<file path="config.mk">
export PLATFORM = sky130hd
export DESIGN_NAME = tocmp_top
export DESIGN_NICKNAME = d
export VERILOG_FILES = /design/src/rtl/tocmp_pkg.sv /design/src/rtl/tocmp_cmpreg.sv /design/src/rtl/tocmp_compare.sv /design/src/rtl/tocmp_flag.sv /design/src/rtl/tocmp_top.sv
export SDC_FILE = /design/constraint.sdc
export NUM_CORES = 1
export LEC_CHECK = 0
export CAP_MARGIN = 20
export CORE_UTILIZATION = 40
export DETAILED_ROUTE_END_ITERATION = 8
export PLACE_DENSITY = 0.7
export SLEW_MARGIN = 20
export SYNTH_ARGS = -nofsm -noshare
export SYNTH_HDL_FRONTEND = slang
export SYNTH_HIERARCHICAL = 1
export SYNTH_SLANG_ARGS = --single-unit
</file>
<file path="constraint.sdc">
create_clock -name clk -period 2.05 [get_ports clk]
set_clock_uncertainty 0.05 [all_clocks]
set_input_delay 0.41 -clock clk [delete_from_list [all_inputs] [get_ports clk]]
set_output_delay 0.41 -clock clk [all_outputs]
set_load 0.01 [all_outputs]
</file>
<file path="src/rtl/tocmp_pkg.sv">
package tocmp_pkg;
  // Registered comparator strobes handed to the waveform generator.
  typedef struct packed {
    logic match;
    logic top;
    logic bottom;
  } cmp_evt_t;

  localparam int unsigned TOCMP_DEF_W = 16;
endpackage

</file>
<file path="src/rtl/tocmp_cmpreg.sv">
module tocmp_cmpreg #(
  parameter int unsigned W           = 16,
  parameter bit          TOP_FROM_CMP = 1'b1
) (
  input  logic         clk,
  input  logic         rst,
  input  logic         wr_en,
  input  logic [W-1:0] wr_data,
  input  logic         top_sel,
  output logic [W-1:0] cmp_q,
  output logic [W-1:0] top_cmb,
  output logic [W-1:0] top_val_q
);
  localparam logic [W-1:0] ALL_ONES = {W{1'b1}};

  always_ff @(posedge clk) begin
    if (rst)        cmp_q <= '0;
    else if (wr_en) cmp_q <= wr_data;
  end

  generate
    if (TOP_FROM_CMP) begin : g_sel_top
      assign top_cmb = top_sel ? cmp_q : ALL_ONES;
    end else begin : g_fixed_top
      assign top_cmb = ALL_ONES;
    end
  endgenerate

  always_ff @(posedge clk) begin
    if (rst) top_val_q <= ALL_ONES;
    else     top_val_q <= top_cmb;
  end

  // a fixed limit is selected whenever the mode input is low.
  a_r9_fixed_limit: assert property (@(posedge clk) disable iff (rst)
    !top_sel |=> (top_val_q == ALL_ONES));
endmodule

</file>
<file path="src/rtl/tocmp_compare.sv">
module tocmp_compare
  import tocmp_pkg::*;
#(
  parameter int unsigned W = 16
) (
  input  logic         clk,
  input  logic         rst,
  input  logic [W-1:0] cnt,
  input  logic [W-1:0] cmp_q,
  input  logic [W-1:0] top_cmb,
  output cmp_evt_t     evt_q
);
  cmp_evt_t evt_d;

  always_comb begin
    evt_d.match  = (cnt == cmp_q);
    evt_d.top    = (cnt == top_cmb);
    evt_d.bottom = (cnt == '0);
  end

  always_ff @(posedge clk) begin
    if (rst) evt_q <= '0;
    else     evt_q <= evt_d;
  end

  // a zero strobe always refers to a zero count one cycle earlier.
  a_r10_bottom_zero: assert property (@(posedge clk) disable iff (rst)
    evt_q.bottom |-> ($past(cnt) == '0));
endmodule

</file>
<file path="src/rtl/tocmp_flag.sv">
module tocmp_flag (
  input  logic clk,
  input  logic rst,
  input  logic tick_en,
  input  logic match_q,
  input  logic wr1_clr,
  input  logic ack,
  input  logic irq_en,
  output logic flag_q,
  output logic irq_q
);
  logic pend_q;
  logic armed;
  logic set_evt;
  logic clr_evt;
  logic flag_d;

  always_comb begin
    armed   = pend_q | match_q;
    set_evt = tick_en & armed;
    clr_evt = wr1_clr | ack;
    if (set_evt)      flag_d = 1'b1;
    else if (clr_evt) flag_d = 1'b0;
    else              flag_d = flag_q;
  end

  always_ff @(posedge clk) begin
    if (rst) begin
      pend_q <= 1'b0;
      flag_q <= 1'b0;
      irq_q  <= 1'b0;
    end else begin
      pend_q <= armed & ~tick_en;
      flag_q <= flag_d;
      irq_q  <= flag_d & irq_en;
    end
  end

  // the flag only rises on a timer tick.
  a_r4_set_on_tick: assert property (@(posedge clk) disable iff (rst)
    $rose(flag_q) |-> $past(tick_en));
  // acknowledge without a tick leaves the flag clear.
  a_r6_ack_clears: assert property (@(posedge clk) disable iff (rst)
    (ack && !tick_en) |=> !flag_q);
  // a pending match meeting a tick sets the flag whatever clears arrive.
  a_r8_set_wins: assert property (@(posedge clk) disable iff (rst)
    (tick_en && (pend_q || match_q)) |=> flag_q);
  // no request without the flag.
  a_r5_irq_needs_flag: assert property (@(posedge clk) disable iff (rst)
    irq_q |-> flag_q);
endmodule

</file>
<file path="src/rtl/tocmp_top.sv">
module tocmp_top
  import tocmp_pkg::*;
#(
  parameter int unsigned W            = TOCMP_DEF_W,
  parameter bit          TOP_FROM_CMP = 1'b1
) (
  input  logic         clk,
  input  logic         rst,
  input  logic         tick_en,
  input  logic [W-1:0] cnt_val,
  input  logic         cmp_we,
  input  logic [W-1:0] cmp_wdata,
  input  logic         top_sel,
  input  logic         irq_en,
  input  logic         flag_wr1,
  input  logic         irq_ack,
  output logic         match_o,
  output logic         top_o,
  output logic         bottom_o,
  output logic [W-1:0] top_val_o,
  output logic         flag_o,
  output logic         irq_o
);
  logic [W-1:0] cmp_q;
  logic [W-1:0] top_cmb;
  cmp_evt_t     evt_q;

  tocmp_cmpreg #(.W(W), .TOP_FROM_CMP(TOP_FROM_CMP)) u_cmpreg (
    .clk       (clk),
    .rst       (rst),
    .wr_en     (cmp_we),
    .wr_data   (cmp_wdata),
    .top_sel   (top_sel),
    .cmp_q     (cmp_q),
    .top_cmb   (top_cmb),
    .top_val_q (top_val_o)
  );

  tocmp_compare #(.W(W)) u_compare (
    .clk     (clk),
    .rst     (rst),
    .cnt     (cnt_val),
    .cmp_q   (cmp_q),
    .top_cmb (top_cmb),
    .evt_q   (evt_q)
  );

  tocmp_flag u_flag (
    .clk     (clk),
    .rst     (rst),
    .tick_en (tick_en),
    .match_q (evt_q.match),
    .wr1_clr (flag_wr1),
    .ack     (irq_ack),
    .irq_en  (irq_en),
    .flag_q  (flag_o),
    .irq_q   (irq_o)
  );

  assign match_o  = evt_q.match;
  assign top_o    = evt_q.top;
  assign bottom_o = evt_q.bottom;

  // a match strobe never sets the flag in its own cycle without a tick.
  a_r4_no_early_flag: assert property (@(posedge clk) disable iff (rst)
    (!flag_o && !tick_en) |=> !flag_o);
  // a write-one clear without a tick empties the flag.
  a_r7_wr1_clears: assert property (@(posedge clk) disable iff (rst)
    (flag_wr1 && !tick_en) |=> !flag_o);
endmodule

</file>
After elaboration in Yosys (flattened, before gate mapping)
Index checks and enable logic that the tools add are counted.

storage, ports and cells
  flip-flop bits (word level) = 38
  output and inout bits = 21
  logic and storage cells = 20

operators by class
  eq/ne operators = 2
  muxes and demuxes = 3
  bitwise logic cells = 6
  reduce and logical (&&, ||, !) cells = 1

operators with widths
  cell               count
  16-bit == test     2
  16-bit zero test   1
  16-bit 2-to-1 mux  1
  1-bit bitwise AND  3
  1-bit 2-to-1 mux   2
  1-bit bitwise OR   2
  1-bit inverter     1

Depth between registers and ports, before layout
  depth in word-level cells = 4
  mapped depth = 6
  gate-level depth less buffers = 5

By module
The synthesis kept the hierarchy.

modules (own cells, without submodules)
  module         times used  cells each  area an instance (µm²)  sequential area each (µm²)
  tocmp_cmpreg   1           103         1128.6                  640.6
  tocmp_compare  1           53          455.4                   60.1
  tocmp_flag     1           9           100.1                   60.1

Worst setup path before layout
Ideal clock, no wire load.

  path kind = input -> register
  start = input top_sel
  end = register u_compare/evt_q[1] (netlist name)
  library setup time = 0.073 ns
  arrival = 1.254 ns
  setup slack = 0.673 ns
  stages = 6
  cells stage by stage = buf_2 > nand2b_1 > xor2_1 > nor4_1 > nand4_1 > nor3_2

on the way
  word-level cells in the longest chain between the ends = 2

ends and longest elaborated chain
  item                RTL line             source
  start: declaration  tocmp_top.sv:13      input logic top_sel,
  16-bit 2-to-1 mux   tocmp_cmpreg.sv:23   assign top_cmb = top_sel ? cmp_q : ALL_ONES;
  net top_cmb[11]     tocmp_top.sv:25      logic [W-1:0] top_cmb;
  16-bit == test      tocmp_compare.sv:17  evt_d.top = (cnt == top_cmb);

The timed path passes the listed nets, and every way through them passes these cells.
A chain may end at the register's enable or synchronous reset.

Final worst setup path
  start = input top_sel
  end = register u_compare/evt_q[1] (netlist name)

on the way
  word-level cells in the longest chain between the ends = 2

ends and longest elaborated chain
  item               RTL line
  16-bit 2-to-1 mux  tocmp_cmpreg.sv:23
  net top_cmb[11]    tocmp_top.sv:25
  16-bit == test     tocmp_compare.sv:17

The timed path passes the listed nets, and every way through them passes these cells.

==> impl_metrics.tcl <==
set metrics [dict create \
    status "finished, final reports clean" \
    worstPathCellList "clkdlybuf4s50_1 > buf_4 > nand2b_1 > xor2_1 > nor4_1 > nand4_1 > nor3_2" \
    reg2reg_from "u_cmpreg/cmp_q[2]" \
    synth_edf_count 0 \
    worstMarginPinSlew_ns 0.452 \
    synth_top_flop_cell "dfxtp_1" \
    cts_hold_buf 0 \
    critPathCaptureType "flop" \
    cp-start-kind "primary input" \
    wl_per_cell_um 13.5 \
    final_antenna_net_count 0 \
    port_buffers 60 \
    multiInputGateArea_um2 875 \
    nNetsFinal 272 \
    hold_class "flop to flop" \
    critPathTopFamily "buffers and inverters" \
    p_comb_frac 0.182 \
    fmax_ghz 0.564 \
    synth_largest_area_cell "dfxtp_1" \
    place.gp.congestion 0.851 \
    yosys-top-cells-area "dfxtp_1, xor2_1, nand2b_1, mux2i_1, nor2_1" \
    ir_worst_vdd_v 0.000335 \
    power_leakage_uw 0.00102 \
    grt_pass1_wl_um 5820 \
    yosysUniqueCellTypes 16 \
    num_antenna_cells 0 \
    grt_pass1_vias 1244 \
    p_sw_frac 0.246 \
    synth.most_common_cell "dfxtp_1" \
    synth.area.mux_share 0.0951 \
    coreArea_mm2 0.00403 \
    yosysWarnings 6 \
    synth_cells 165 \
    syn_area_mm2 0.00168 \
    die_h_um 66.9 \
    cts.path.max_buffers 2 \
    relSlewSlack 0.698 \
    switchingPower_uw 398 \
    die_w_um 66.9 \
    synth_fa_ha_area_frac 0 \
    synthToLayoutAreaGrowth_pct 44.6 \
    slowest_stage "clkdlybuf4s50_1" \
    cts_tree "built" \
    start_util 0.418 \
    clock_latency_ns 0.29 \
    rsz0062_at_grt "no" \
    regArea_um2 761 \
    setup_viol 0 \
    antenna_found_initial 0 \
    final_cell_area_mm2 0.00243 \
    critical_path_peak_fanout 6 \
    cts_resized 0 \
    drv_cap 0 \
    wl_um 3820 \
    yosysSeqAreaShare 0.452 \
    synth_seq_cells 38 \
    ys_top_cells_by_count "dfxtp_1, xor2_1, nand2b_1" \
    pwr-share-clk 0.324 \
    synthSimpleGateAreaFrac 0.253 \
    period_needed_ns 1.77 \
    critPathMaxStageDelay_ns 0.56 \
    rows 23 \
    synth_top_area_frac 0.452 \
    drc 0 \
    intPower_uw 1220 \
    num_vias 1343 \
    cp_num_buf_inv 2 \
    cts_setup_buffers 0 \
    drt_iter0_drc 65 \
    grt.total_usage 0.180 \
    h-tree-depth 2 \
    min_from "u_cmpreg/cmp_q[5]" \
    crit_required_ns 2.22 \
    grt_max_degree 17 \
    critPathKind "primary input to flop" \
    cts_root_buffer "clkbuf_8" \
    period_share 0.865 \
    viasPerCell 4.75 \
    fillers 360 \
    worstPathArrival_ns 1.94 \
    numCtsBuffers 5 \
    cts_sinks 38 \
    clk_pin_slew_ns 0.07 \
    place_area_mm2 0.00234 \
    ios 61 \
    drive_gt1_frac 0.0730 \
    synth_fp_nets 205 \
    avgSynthCellArea_um2 10.2 \
    hold_viol 0 \
    synth_top_family_by_area "simple AND/OR/NAND/NOR gates" \
    async_flop_share 0 \
    synth_compound_area_frac 0.00520 \
    p_seq_frac 0.494 \
    dieArea_mm2 0.00447 \
    crit_start "top_sel" \
    slew_violations 0 \
    grt.overflow.total 0 \
    tns_ns 0 \
    drtPass1Iterations 3 \
    synth_xor_area_frac 0.166 \
    power_density_mw_per_mm2 665 \
]
-- power by group through the flow --
stage | Clock, uW | Combinational (uW) | Sequential, uW
detailed placement | 0 | 293 | 817
global route | 573 | 317 | 804
floorplan | 0 | 132 | 821
CTS | 537 | 295 | 800
finish | 525 | 294 | 799
global placement | 0 | 289 | 816
-- logic make-up after synthesis --
kind of cell / Yosys count
simple gates: 72
flops: 38
xor+xnor: 32
mux: 16
buf+inv: 6
compound gates: 1
-- final timing paths --
kind	endpoint	slack, ns	cells past startpoint
max	u_compare/evt_q[1]	0.28	7
min	u_cmpreg/top_val_q[5]	0.47	1
max reg2reg	u_compare/evt_q[1]	0.66	5
min reg2reg	u_cmpreg/top_val_q[5]	0.47	1
-- area by class of cell --
type | instances | area share
Tap cell | 50 | 0.0257
Clock buffer | 7 | 0.0355
Sequential cell | 38 | 0.312
Multi-Input combinational cell | 121 | 0.359
Clock inverter | 1 | 0.00206
Timing Repair Buffer | 66 | 0.265
-- routing by layer --
layer / global-route usage / vias to the layer above / wire length [um]
li1: - / 673 / -
met1: 0.212 / 626 / 1770
met2: 0.292 / 38 / 1820
met3: 0.0651 / 6 / 186
met4: 0.0745 / 0 / 49
met5: 0 / - / 0
-- cells in the final DEF, fill, tap and decap left out, types with 4 or more instances in the layout --
cell type | Yosys | layout
nor2_1 | 18 | 18
nor4_1 | 10 | 10
dfxtp_1 | 38 | 38
nand2b_1 | 29 | 29
clkbuf_8 | 0 | 6
or2b_1 | 4 | 4
buf_4 | 0 | 6
xor2_1 | 32 | 32
mux2i_1 | 16 | 16
clkdlybuf4s50_1 | 0 | 60
-- worst reg2reg max path, cell delays in order (launching register included) --
cell and delay (ns):
dfxtp_1 0.35, or2b_1 0.24, xor2_1 0.14, nor4_1 0.28, nand4_1 0.14, nor3_2 0.11
-- sequential cells by signal, indices dropped and copies added (netlist names) --
signal and count:
u_flag/pend_q 1, u_flag/irq_q 1, u_compare/evt_q 3, u_cmpreg/top_val_q 16
u_cmpreg/cmp_q 16, u_flag/flag_q 1
-- stage by stage --
step	util	worst slack (ns)	hold WS, ns	instances	power, uW
6_report	0.604	0.277	0.466	283	1620
5_1_grt	0.604	0.0965	0.484	283	1690
4_1_cts	0.604	0.294	0.468	283	1630
3_5_place_dp	0.582	0.0115	0.450	275	1110
3_3_place_gp	0.582	0.0441	0.443	275	1110
2_1_floorplan	-	0.673	0.417	165	953
Power figures use the tool's default switching activity.
